### config.mk
export PLATFORM = sky130hd
export DESIGN_NAME = fuse_sequencer
export DESIGN_NICKNAME = d
export VERILOG_FILES = /design/src/rtl/fuse_seq_pkg.sv /design/src/rtl/fuse_seq_ctrl.sv /design/src/rtl/fuse_seq_dpath.sv /design/src/rtl/fuse_sequencer.sv
export SDC_FILE = /design/constraint.sdc
export NUM_CORES = 2
export LEC_CHECK = 0
export ABC_AREA = 1
export BUFFER_PORTS_ARGS = -buffer_cell sky130_fd_sc_hd__buf_2
export CAP_MARGIN = 20
export CORE_MARGIN = 2
export CORE_UTILIZATION = 45
export DETAILED_ROUTE_END_ITERATION = 10
export PLACE_DENSITY_LB_ADDON = 0.25
export SYNTH_ARGS = -nofsm -noshare
export SYNTH_HDL_FRONTEND = slang
export SYNTH_SLANG_ARGS = --single-unit
### constraint.sdc
create_clock -name clk -period 4.6 [get_ports clk]
set_input_delay 0.46 -clock clk [delete_from_list [all_inputs] [get_ports clk]]
set_output_delay 0.46 -clock clk [all_outputs]
set_load 0.1 [all_outputs]
### src/rtl/fuse_seq_pkg.sv
package fuse_seq_pkg;

  typedef enum logic [3:0] {
    ST_IDLE      = 4'd0,
    ST_RD_INIT   = 4'd1,
    ST_RD_SETUP  = 4'd2,
    ST_RD_PULSE  = 4'd3,
    ST_RD_HOLD   = 4'd4,
    ST_PG_PWRON  = 4'd5,
    ST_PG_SETUP  = 4'd6,
    ST_PG_PULSE  = 4'd7,
    ST_PG_HOLD   = 4'd8,
    ST_PG_PWROFF = 4'd9
  } seq_state_e;

  // one-cycle events from control to datapath
  typedef struct packed {
    logic capture;
    logic rdDone;
    logic pgmDone;
  } seq_strobe_t;

  typedef struct packed {
    logic [7:0]  rdInit;
    logic [7:0]  rdSetup;
    logic [7:0]  rdPulse;
    logic [7:0]  rdHold;
    logic [7:0]  pgSetup;
    logic [7:0]  pgHold;
    logic [7:0]  pgZero;
    logic [15:0] pgOne;
    logic [15:0] pwrOn;
    logic [15:0] pwrOff;
  } seq_timing_t;

  localparam logic [15:0] KEY_PGM = 16'h5A5A;
  localparam logic [15:0] KEY_RD  = 16'h5AA5;

  localparam logic [5:0] A_KEY    = 6'h10;
  localparam logic [5:0] A_CMD    = 6'h11;
  localparam logic [5:0] A_RDTIM  = 6'h12;
  localparam logic [5:0] A_PGTIM0 = 6'h13;
  localparam logic [5:0] A_PGTIM1 = 6'h14;
  localparam logic [5:0] A_PWROFF = 6'h15;
  localparam logic [5:0] A_STATUS = 6'h16;
  localparam logic [5:0] A_INTRAW = 6'h17;
  localparam logic [5:0] A_INTENA = 6'h18;
  localparam logic [5:0] A_INTST  = 6'h19;
  localparam logic [5:0] A_INTCLR = 6'h1A;

endpackage

### src/rtl/fuse_seq_ctrl.sv
module fuse_seq_ctrl
  import fuse_seq_pkg::*;
#(
  parameter int STAGE_WORDS = 11,
  parameter int WORD_AW = 4,
  parameter int BIT_AW = WORD_AW + 5
) (
  input  logic              clk,
  input  logic              rstN,
  input  logic              startRd,
  input  logic              startPgm,
  input  seq_timing_t       tim,
  input  logic              curBit,
  output seq_state_e        state,
  output seq_strobe_t       strb,
  output logic [BIT_AW-1:0] bitIdx,
  output logic              csN,
  output logic              pgmN,
  output logic              strobe,
  output logic              load,
  output logic              vddq
);

  localparam int TOTAL_BITS = STAGE_WORDS * 32;
  localparam logic [BIT_AW-1:0]  LAST_BIT  = BIT_AW'(TOTAL_BITS - 1);
  localparam logic [WORD_AW-1:0] LAST_WORD = WORD_AW'(STAGE_WORDS - 1);

  logic [15:0] cnt;
  logic        cntZero, lastBit, lastWord;

  assign cntZero  = (cnt == 16'd0);
  assign lastBit  = (bitIdx == LAST_BIT);
  assign lastWord = (bitIdx[BIT_AW-1:5] == LAST_WORD);

  // a programmed count of 0 behaves as 1 cycle
  function automatic logic [15:0] ld(input logic [15:0] c);
    return (c == 16'd0) ? 16'd0 : c - 16'd1;
  endfunction

  always_ff @(posedge clk or negedge rstN) begin
    if (!rstN) begin
      state  <= ST_IDLE;
      cnt    <= '0;
      bitIdx <= '0;
    end else if (state == ST_IDLE) begin
      bitIdx <= '0;
      if (startRd) begin
        state <= ST_RD_INIT;
        cnt   <= ld({8'd0, tim.rdInit});
      end else if (startPgm) begin
        state <= ST_PG_PWRON;
        cnt   <= ld(tim.pwrOn);
      end
    end else if (!cntZero) begin
      cnt <= cnt - 16'd1;
    end else begin
      unique case (state)
        ST_RD_INIT: begin
          state <= ST_RD_SETUP;
          cnt   <= ld({8'd0, tim.rdSetup});
        end
        ST_RD_SETUP: begin
          state <= ST_RD_PULSE;
          cnt   <= ld({8'd0, tim.rdPulse});
        end
        ST_RD_PULSE: begin
          state <= ST_RD_HOLD;
          cnt   <= ld({8'd0, tim.rdHold});
        end
        ST_RD_HOLD: begin
          if (lastWord) begin
            state <= ST_IDLE;
          end else begin
            bitIdx <= bitIdx + BIT_AW'(32);
            state  <= ST_RD_SETUP;
            cnt    <= ld({8'd0, tim.rdSetup});
          end
        end
        ST_PG_PWRON: begin
          state <= ST_PG_SETUP;
          cnt   <= ld({8'd0, tim.pgSetup});
        end
        ST_PG_SETUP: begin
          state <= ST_PG_PULSE;
          cnt   <= curBit ? ld(tim.pgOne) : ld({8'd0, tim.pgZero});
        end
        ST_PG_PULSE: begin
          state <= ST_PG_HOLD;
          cnt   <= ld({8'd0, tim.pgHold});
        end
        ST_PG_HOLD: begin
          if (lastBit) begin
            state <= ST_PG_PWROFF;
            cnt   <= ld(tim.pwrOff);
          end else begin
            bitIdx <= bitIdx + BIT_AW'(1);
            state  <= ST_PG_SETUP;
            cnt    <= ld({8'd0, tim.pgSetup});
          end
        end
        default: state <= ST_IDLE;
      endcase
    end
  end

  logic inRead, inBurn;
  assign inRead = (state == ST_RD_SETUP) || (state == ST_RD_PULSE) || (state == ST_RD_HOLD);
  assign inBurn = (state == ST_PG_SETUP) || (state == ST_PG_PULSE) || (state == ST_PG_HOLD);

  always_comb begin
    load   = inRead || (state == ST_RD_INIT);
    csN    = !(inRead || inBurn);
    pgmN   = !inBurn;
    vddq   = inBurn || (state == ST_PG_PWRON);
    strobe = (state == ST_RD_PULSE) || ((state == ST_PG_PULSE) && curBit);
    strb.capture = (state == ST_RD_PULSE) && cntZero;
    strb.rdDone  = (state == ST_RD_HOLD) && cntZero && lastWord;
    strb.pgmDone = (state == ST_PG_PWROFF) && cntZero;
  end


  leave_idle_chk: assert property (@(posedge clk) disable iff (!rstN)
    (state != ST_IDLE && $past(state) == ST_IDLE) |-> $past(startRd || startPgm));


  pgm_window_chk: assert property (@(posedge clk) disable iff (!rstN)
    $rose(pgmN) |-> (state == ST_PG_PWROFF));

endmodule

### src/rtl/fuse_seq_dpath.sv
module fuse_seq_dpath
  import fuse_seq_pkg::*;
#(
  parameter int STAGE_WORDS = 11,
  parameter int WORD_AW = 4,
  parameter int BIT_AW = WORD_AW + 5
) (
  input  logic              clk,
  input  logic              rstN,
  input  logic              regWr,
  input  logic [5:0]        regAddr,
  input  logic [31:0]       regWdata,
  output logic [31:0]       regRdata,
  input  logic [31:0]       fuseRdata,
  input  seq_strobe_t       strb,
  input  seq_state_e        state,
  input  logic [BIT_AW-1:0] bitIdx,
  input  logic              csN,
  input  logic              pgmN,
  input  logic              strobe,
  input  logic              load,
  input  logic              vddq,
  output logic              cmdRd,
  output logic              cmdPgm,
  output logic [1:0]        blk,
  output seq_timing_t       tim,
  output logic              curBit,
  output logic              irq
);

  logic [31:0] stage [STAGE_WORDS];
  logic [31:0] rdBuf [STAGE_WORDS];
  logic [15:0] key;
  logic [1:0]  intRaw, intEna;

  logic               inWindow, isStage, isRdBuf;
  logic [WORD_AW-1:0] wIdx;
  assign inWindow = ({2'b00, regAddr[3:0]} < 6'(STAGE_WORDS));
  assign isStage  = (regAddr[5:4] == 2'b00) && inWindow;
  assign isRdBuf  = (regAddr[5:4] == 2'b10) && inWindow;
  assign wIdx     = regAddr[WORD_AW-1:0];

  logic cmdWr, cmdFree;
  assign cmdWr   = regWr && (regAddr == A_CMD);
  assign cmdFree = !cmdRd && !cmdPgm;

  generate
    for (genvar g = 0; g < STAGE_WORDS; g++) begin : g_word
      always_ff @(posedge clk or negedge rstN) begin
        if (!rstN) begin
          stage[g] <= '0;
          rdBuf[g] <= '0;
        end else begin
          if (regWr && isStage && wIdx == WORD_AW'(g)) stage[g] <= regWdata;
          if (strb.capture && bitIdx[BIT_AW-1:5] == WORD_AW'(g)) rdBuf[g] <= fuseRdata;
        end
      end
    end
  endgenerate

  assign curBit = stage[bitIdx[BIT_AW-1:5]][bitIdx[4:0]];

  always_ff @(posedge clk or negedge rstN) begin
    if (!rstN) begin
      key    <= '0;
      cmdRd  <= 1'b0;
      cmdPgm <= 1'b0;
      blk    <= '0;
      intRaw <= '0;
      intEna <= '0;
      tim.rdInit  <= 8'd18;
      tim.rdSetup <= 8'd1;
      tim.rdPulse <= 8'd2;
      tim.rdHold  <= 8'd1;
      tim.pgSetup <= 8'd1;
      tim.pgHold  <= 8'd1;
      tim.pgZero  <= 8'd1;
      tim.pgOne   <= 16'd200;
      tim.pwrOn   <= 16'd12288;
      tim.pwrOff  <= 16'd400;
    end else begin
      if (regWr) begin
        unique case (regAddr)
          A_KEY:    key <= regWdata[15:0];
          A_RDTIM:  {tim.rdInit, tim.rdHold, tim.rdPulse, tim.rdSetup} <= regWdata;
          A_PGTIM0: {tim.pgOne, tim.pgZero, tim.pgSetup} <= regWdata;
          A_PGTIM1: {tim.pwrOn, tim.pgHold} <= regWdata[23:0];
          A_PWROFF: tim.pwrOff <= regWdata[15:0];
          A_INTENA: intEna <= regWdata[1:0];
          default: ;
        endcase
      end
      // command acceptance: read bit wins when both are written
      if (cmdWr && cmdFree) begin
        if (regWdata[0]) begin
          if (key == KEY_RD) begin
            cmdRd <= 1'b1;
            blk   <= regWdata[3:2];
          end
        end else if (regWdata[1] && key == KEY_PGM) begin
          cmdPgm <= 1'b1;
          blk    <= regWdata[3:2];
        end
      end
      if (strb.rdDone)  cmdRd  <= 1'b0;
      if (strb.pgmDone) cmdPgm <= 1'b0;
      // set beats clear in the same cycle
      intRaw[0] <= strb.rdDone  | (intRaw[0] & ~(regWr && regAddr == A_INTCLR && regWdata[0]));
      intRaw[1] <= strb.pgmDone | (intRaw[1] & ~(regWr && regAddr == A_INTCLR && regWdata[1]));
    end
  end

  assign irq = |(intRaw & intEna);

  always_comb begin
    regRdata = '0;
    if (isStage) regRdata = stage[wIdx];
    else if (isRdBuf) regRdata = rdBuf[wIdx];
    else begin
      unique case (regAddr)
        A_KEY:    regRdata = {16'd0, key};
        A_CMD:    regRdata = {28'd0, blk, cmdPgm, cmdRd};
        A_RDTIM:  regRdata = {tim.rdInit, tim.rdHold, tim.rdPulse, tim.rdSetup};
        A_PGTIM0: regRdata = {tim.pgOne, tim.pgZero, tim.pgSetup};
        A_PGTIM1: regRdata = {8'd0, tim.pwrOn, tim.pgHold};
        A_PWROFF: regRdata = {16'd0, tim.pwrOff};
        A_STATUS: regRdata = {23'd0, pgmN, csN, strobe, vddq, load, state};
        A_INTRAW: regRdata = {30'd0, intRaw};
        A_INTENA: regRdata = {30'd0, intEna};
        A_INTST:  regRdata = {30'd0, intRaw & intEna};
        default:  regRdata = '0;
      endcase
    end
  end


  rd_selfclear_chk: assert property (@(posedge clk) disable iff (!rstN)
    $fell(cmdRd) |-> $past(strb.rdDone));


  pgm_selfclear_chk: assert property (@(posedge clk) disable iff (!rstN)
    $fell(cmdPgm) |-> $past(strb.pgmDone));


  pgm_key_chk: assert property (@(posedge clk) disable iff (!rstN)
    $rose(cmdPgm) |-> ($past(key) == KEY_PGM));


  raw_source_chk: assert property (@(posedge clk) disable iff (!rstN)
    $rose(intRaw[1]) |-> $past(strb.pgmDone));

endmodule

### src/rtl/fuse_sequencer.sv
module fuse_sequencer
  import fuse_seq_pkg::*;
#(
  parameter int DATA_WORDS = 8,
  parameter int CHK_WORDS = 3,
  localparam int STAGE_WORDS = DATA_WORDS + CHK_WORDS,
  localparam int WORD_AW = (STAGE_WORDS > 1) ? $clog2(STAGE_WORDS) : 1,
  localparam int BIT_AW = WORD_AW + 5
) (
  input  logic              clk,
  input  logic              rstN,
  input  logic              regWr,
  input  logic [5:0]        regAddr,
  input  logic [31:0]       regWdata,
  output logic [31:0]       regRdata,
  output logic              fuseCsN,
  output logic              fusePgmN,
  output logic              fuseStrobe,
  output logic              fuseLoad,
  output logic              fuseVddq,
  output logic [1:0]        fuseBlk,
  output logic [BIT_AW-1:0] fuseAddr,
  input  logic [31:0]       fuseRdata,
  output logic              irq
);

  seq_state_e  state;
  seq_strobe_t strb;
  seq_timing_t tim;
  logic        cmdRd, cmdPgm, curBit;

  fuse_seq_ctrl #(.STAGE_WORDS(STAGE_WORDS), .WORD_AW(WORD_AW), .BIT_AW(BIT_AW)) u_ctrl (
    .clk(clk), .rstN(rstN), .startRd(cmdRd), .startPgm(cmdPgm), .tim(tim),
    .curBit(curBit), .state(state), .strb(strb), .bitIdx(fuseAddr),
    .csN(fuseCsN), .pgmN(fusePgmN), .strobe(fuseStrobe), .load(fuseLoad), .vddq(fuseVddq)
  );

  fuse_seq_dpath #(.STAGE_WORDS(STAGE_WORDS), .WORD_AW(WORD_AW), .BIT_AW(BIT_AW)) u_dpath (
    .clk(clk), .rstN(rstN), .regWr(regWr), .regAddr(regAddr), .regWdata(regWdata),
    .regRdata(regRdata), .fuseRdata(fuseRdata), .strb(strb), .state(state),
    .bitIdx(fuseAddr), .csN(fuseCsN), .pgmN(fusePgmN), .strobe(fuseStrobe),
    .load(fuseLoad), .vddq(fuseVddq), .cmdRd(cmdRd), .cmdPgm(cmdPgm), .blk(fuseBlk),
    .tim(tim), .curBit(curBit), .irq(irq)
  );

endmodule

==> reports/metrics.cfg <==
[logic_synthesis]
yosysTopAreaCell=dfrtp_1
yosys_register_bits=861
syn_area_per_cell_um2=7.82
async_reset_ff_frac=1.00
seq_area_frac_synth=0.494
synth_cell_type_count=48
netlist_top_cells_count=1589 x nand2_1, 1021 x o21ai_0, 845 x dfrtp_1
synth_edf_count=0
netlist_instances=5582
syn_nets=5673
synth_top_area_share=0.485
synthFlopType=dfrtp_1
yosysMostFrequentCell=nand2_1
ys_top_cells_by_area=dfrtp_1 48%, nand2_1 14%, o21ai_0 12%, a22oi_1 3.8%, inv_1 3.2%
yosys_warnings=0
netlist_area_mm2=0.0436

[setup_path]
critPathMaxStageDelay_ns=0.62
path_class=reg -> out
cpMostUsedCell=a21oi_1
crit_path_max_fanout=19
critPathLaunchType=flop
crit_slowest_cell=dfrtp_4
worst_setup_path_end_kind=output pin
critPathTopFamily=simple AND/OR/NAND/NOR gates
regToRegStartpoint=u_ctrl.bitIdx[5]
critPathBufInv=3
crit_cells=15
startpoint=u_ctrl.bitIdx[5]
arrival_ns=3.95
rr_worst_depth=16
path_cells=nor2_4 -> buf_12 -> inv_2 -> o21ai_0 -> a21oi_1 -> nand2_1 -> nand3_1 -> a21oi_1 -> nor2_1 -> nand2_2 -> nand2_4 -> o21ai_2 -> a21oi_1 -> o2111ai_2 -> buf_12
cp_data_required_time_ns=4.14

[floorplan]
num_io_pins=122
initial_core_util=0.452
core_mm2=0.0964
die_x_um=315
die_y_um=315
die_area_mm2=0.0995
num_rows=114

[grt]
gr-usage-met2=0.486
grt.busiest_layer=met2
grt_pass1_vias=38487
grt_antenna_before_repair=10
grt_usage=0.322
grt_max_degree=133
grt_pass1_wl_mm=244
grtUsageMet3=0.0689
grt_use_met1=0.454
overflow=0

[place]
dpl.hpwl_mm=105
place_inst=6717
place.gp.congestion=0.988
dpl_worst_slack_ns=0.545
port_buffers=121

[timing]
min_period_over_period=0.959
setup_tns_ns=0
fmax_ghz=0.227
slew_viol_final=0
max_slew_margin=0.250
hold_viol=0
min_period_ns=4.41
final.setup.worst_slack_ns=0.188
finalClockSkew_ns=0.0180
worstMarginPinSlew_ns=1.11
setup_violations=0

[route]
first_pass_iters=6
ant_nets=0
via_count=40975
drc=0
drt_iter0_drc=5666
viasPerCell=5.94
wl_per_cell_um=23.5
totalWireLength_mm=162

[cells_and_area]
layout.cells.non_filler=6902
fill_cells=9290
drive_above_1_share=0.0891
final_nets=5635
fin_util=0.516
regArea_mm2=0.0216
multi_input_area_mm2=0.0192
area_delta_synth_final_pct=14.0

[cts]
clk_latency_ns=0.68
clkTransAtPathRegs_ns=0.07
cts_tree=done
clock-sinks=861
numCtsBuffers=94
clock_path_buffers=3
root_buffer=clkbuf_16
htree_levels=3

[run]
drv_cap=0

[min_path]
holdPathStages=3
min_from=fuseRdata[22]
min_path_type=in -> reg

[status]
status=finished, final reports clean

[power_and_ir_drop]
ir_drop_mv=0.307
p_leak_nw=23.2
power_density_mw_per_mm2=475

cell type report:
| type | instances | share of cell area |
|---|---|---|
| Sequential cell | 861 | 0.434 |
| Clock inverter | 43 | 0.0130 |
| Antenna cell | 2 | 0.000101 |
| Inverter | 387 | 0.0297 |
| Multi-Input combinational cell | 3934 | 0.387 |
| Clock buffer | 133 | 0.0551 |
| Timing Repair Buffer | 266 | 0.0494 |
| Tap cell | 1276 | 0.0321 |
kinds of logic (layout without fill, tap and decap cells):
logic type	Yosys count	after routing	synth area share
simple gates	2167	2167	0.196
compound gates	1668	1668	0.219
flops	861	861	0.494
buf+inv	787	829	0.0695
xor+xnor	81	81	0.0163
fa+ha+maj	18	18	0.00516
other cells	0	2	0
placed cells by master (no fill, tap or decap), types with 96 or more instances in the layout:
cell type	instances
buf_2	96
inv_1	373
a21oi_1	152
dfrtp_1	843
nand3_1	179
nand2_1	1573
buf_4	113
o21ai_0	1021
clkbuf_16	97
a22oi_1	219
nor2_1	292
sequential cells by signal, indices dropped and copies added, names as in the netlist:
signal / flops
u_ctrl.bitIdx: 9
u_ctrl.cnt: 16
u_ctrl.state: 4
u_dpath.blk: 2
u_dpath.cmdPgm: 1
u_dpath.cmdRd: 1
u_dpath.intEna: 2
u_dpath.intRaw: 2
u_dpath.key: 16
u_dpath.rdBuf: 352
u_dpath.stage: 352
u_dpath.tim: 104
worst reg2reg max path, cell delays in order, from the launching register on:
cell and delay (ns):
dfrtp_4 0.63, clkinv_8 0.24, buf_4 0.26, ha_1 0.26, inv_1 0.12, nor2_1 0.08, buf_4 0.14, inv_1 0.10
nor2_1 0.06, inv_1 0.07, nor2_1 0.05, inv_1 0.10, nand2_1 0.05, a31oi_1 0.58, clkinv_1 0.66, a2111oi_0 0.47
a21oi_1 0.12
what timing repair did:
action                                 4_1_cts  5_1_grt
cloned                                       0        1
endpoints found under the hold margin       78        0
setup endpoints to repair                    1        1
hold buffers                                 3        0
resized for setup                            1        5
setup buffers                                0        1
path summary, 6_finish.rpt:
| kind | end | slack, ns |
|---|---|---|
| max in group asynchronous | u_dpath.stage[80] | 2.92 |
| min in group asynchronous | u_dpath.stage[154] | 0.43 |
| worst max-delay path | regRdata[6] | 0.19 |
| worst min register to register | u_dpath.stage[346] | 0.48 |
| worst max register to register | u_ctrl.cnt[6] | 0.48 |
| worst min-delay path | u_dpath.rdBuf[342] | 0.19 |
routing by layer:
| metal | vias up | part of all wire | wire length (um) |
|---|---|---|---|
| li1 | 18629 | - | - |
| met1 | 19774 | 0.42 | 67500 |
| met2 | 2177 | 0.44 | 70600 |
| met3 | 389 | 0.10 | 16800 |
| met4 | 6 | 0.044 | 7090 |
| met5 | - | 0.00028 | 46 |
where the power goes:
part | switching [W] | internal [W]
combinational | 0.00431 | 0.00197
clock | 0.00332 | 0.00496
sequential | 0.000716 | 0.00835
total | 0.00835 | 0.0153
metrics by stage:
stage                     hold slack [ns]  power [W]  instance area [um^2]
after floorplan                     0.164     0.0132                 43700
after global placement              0.466     0.0151                 46200
after detailed placement            0.473     0.0152                 46200
after CTS                           0.173     0.0234                 49600
after global routing                0.210     0.0247                 49700
final                               0.193     0.0236                 49700
(Power assumes the default switching activity.)
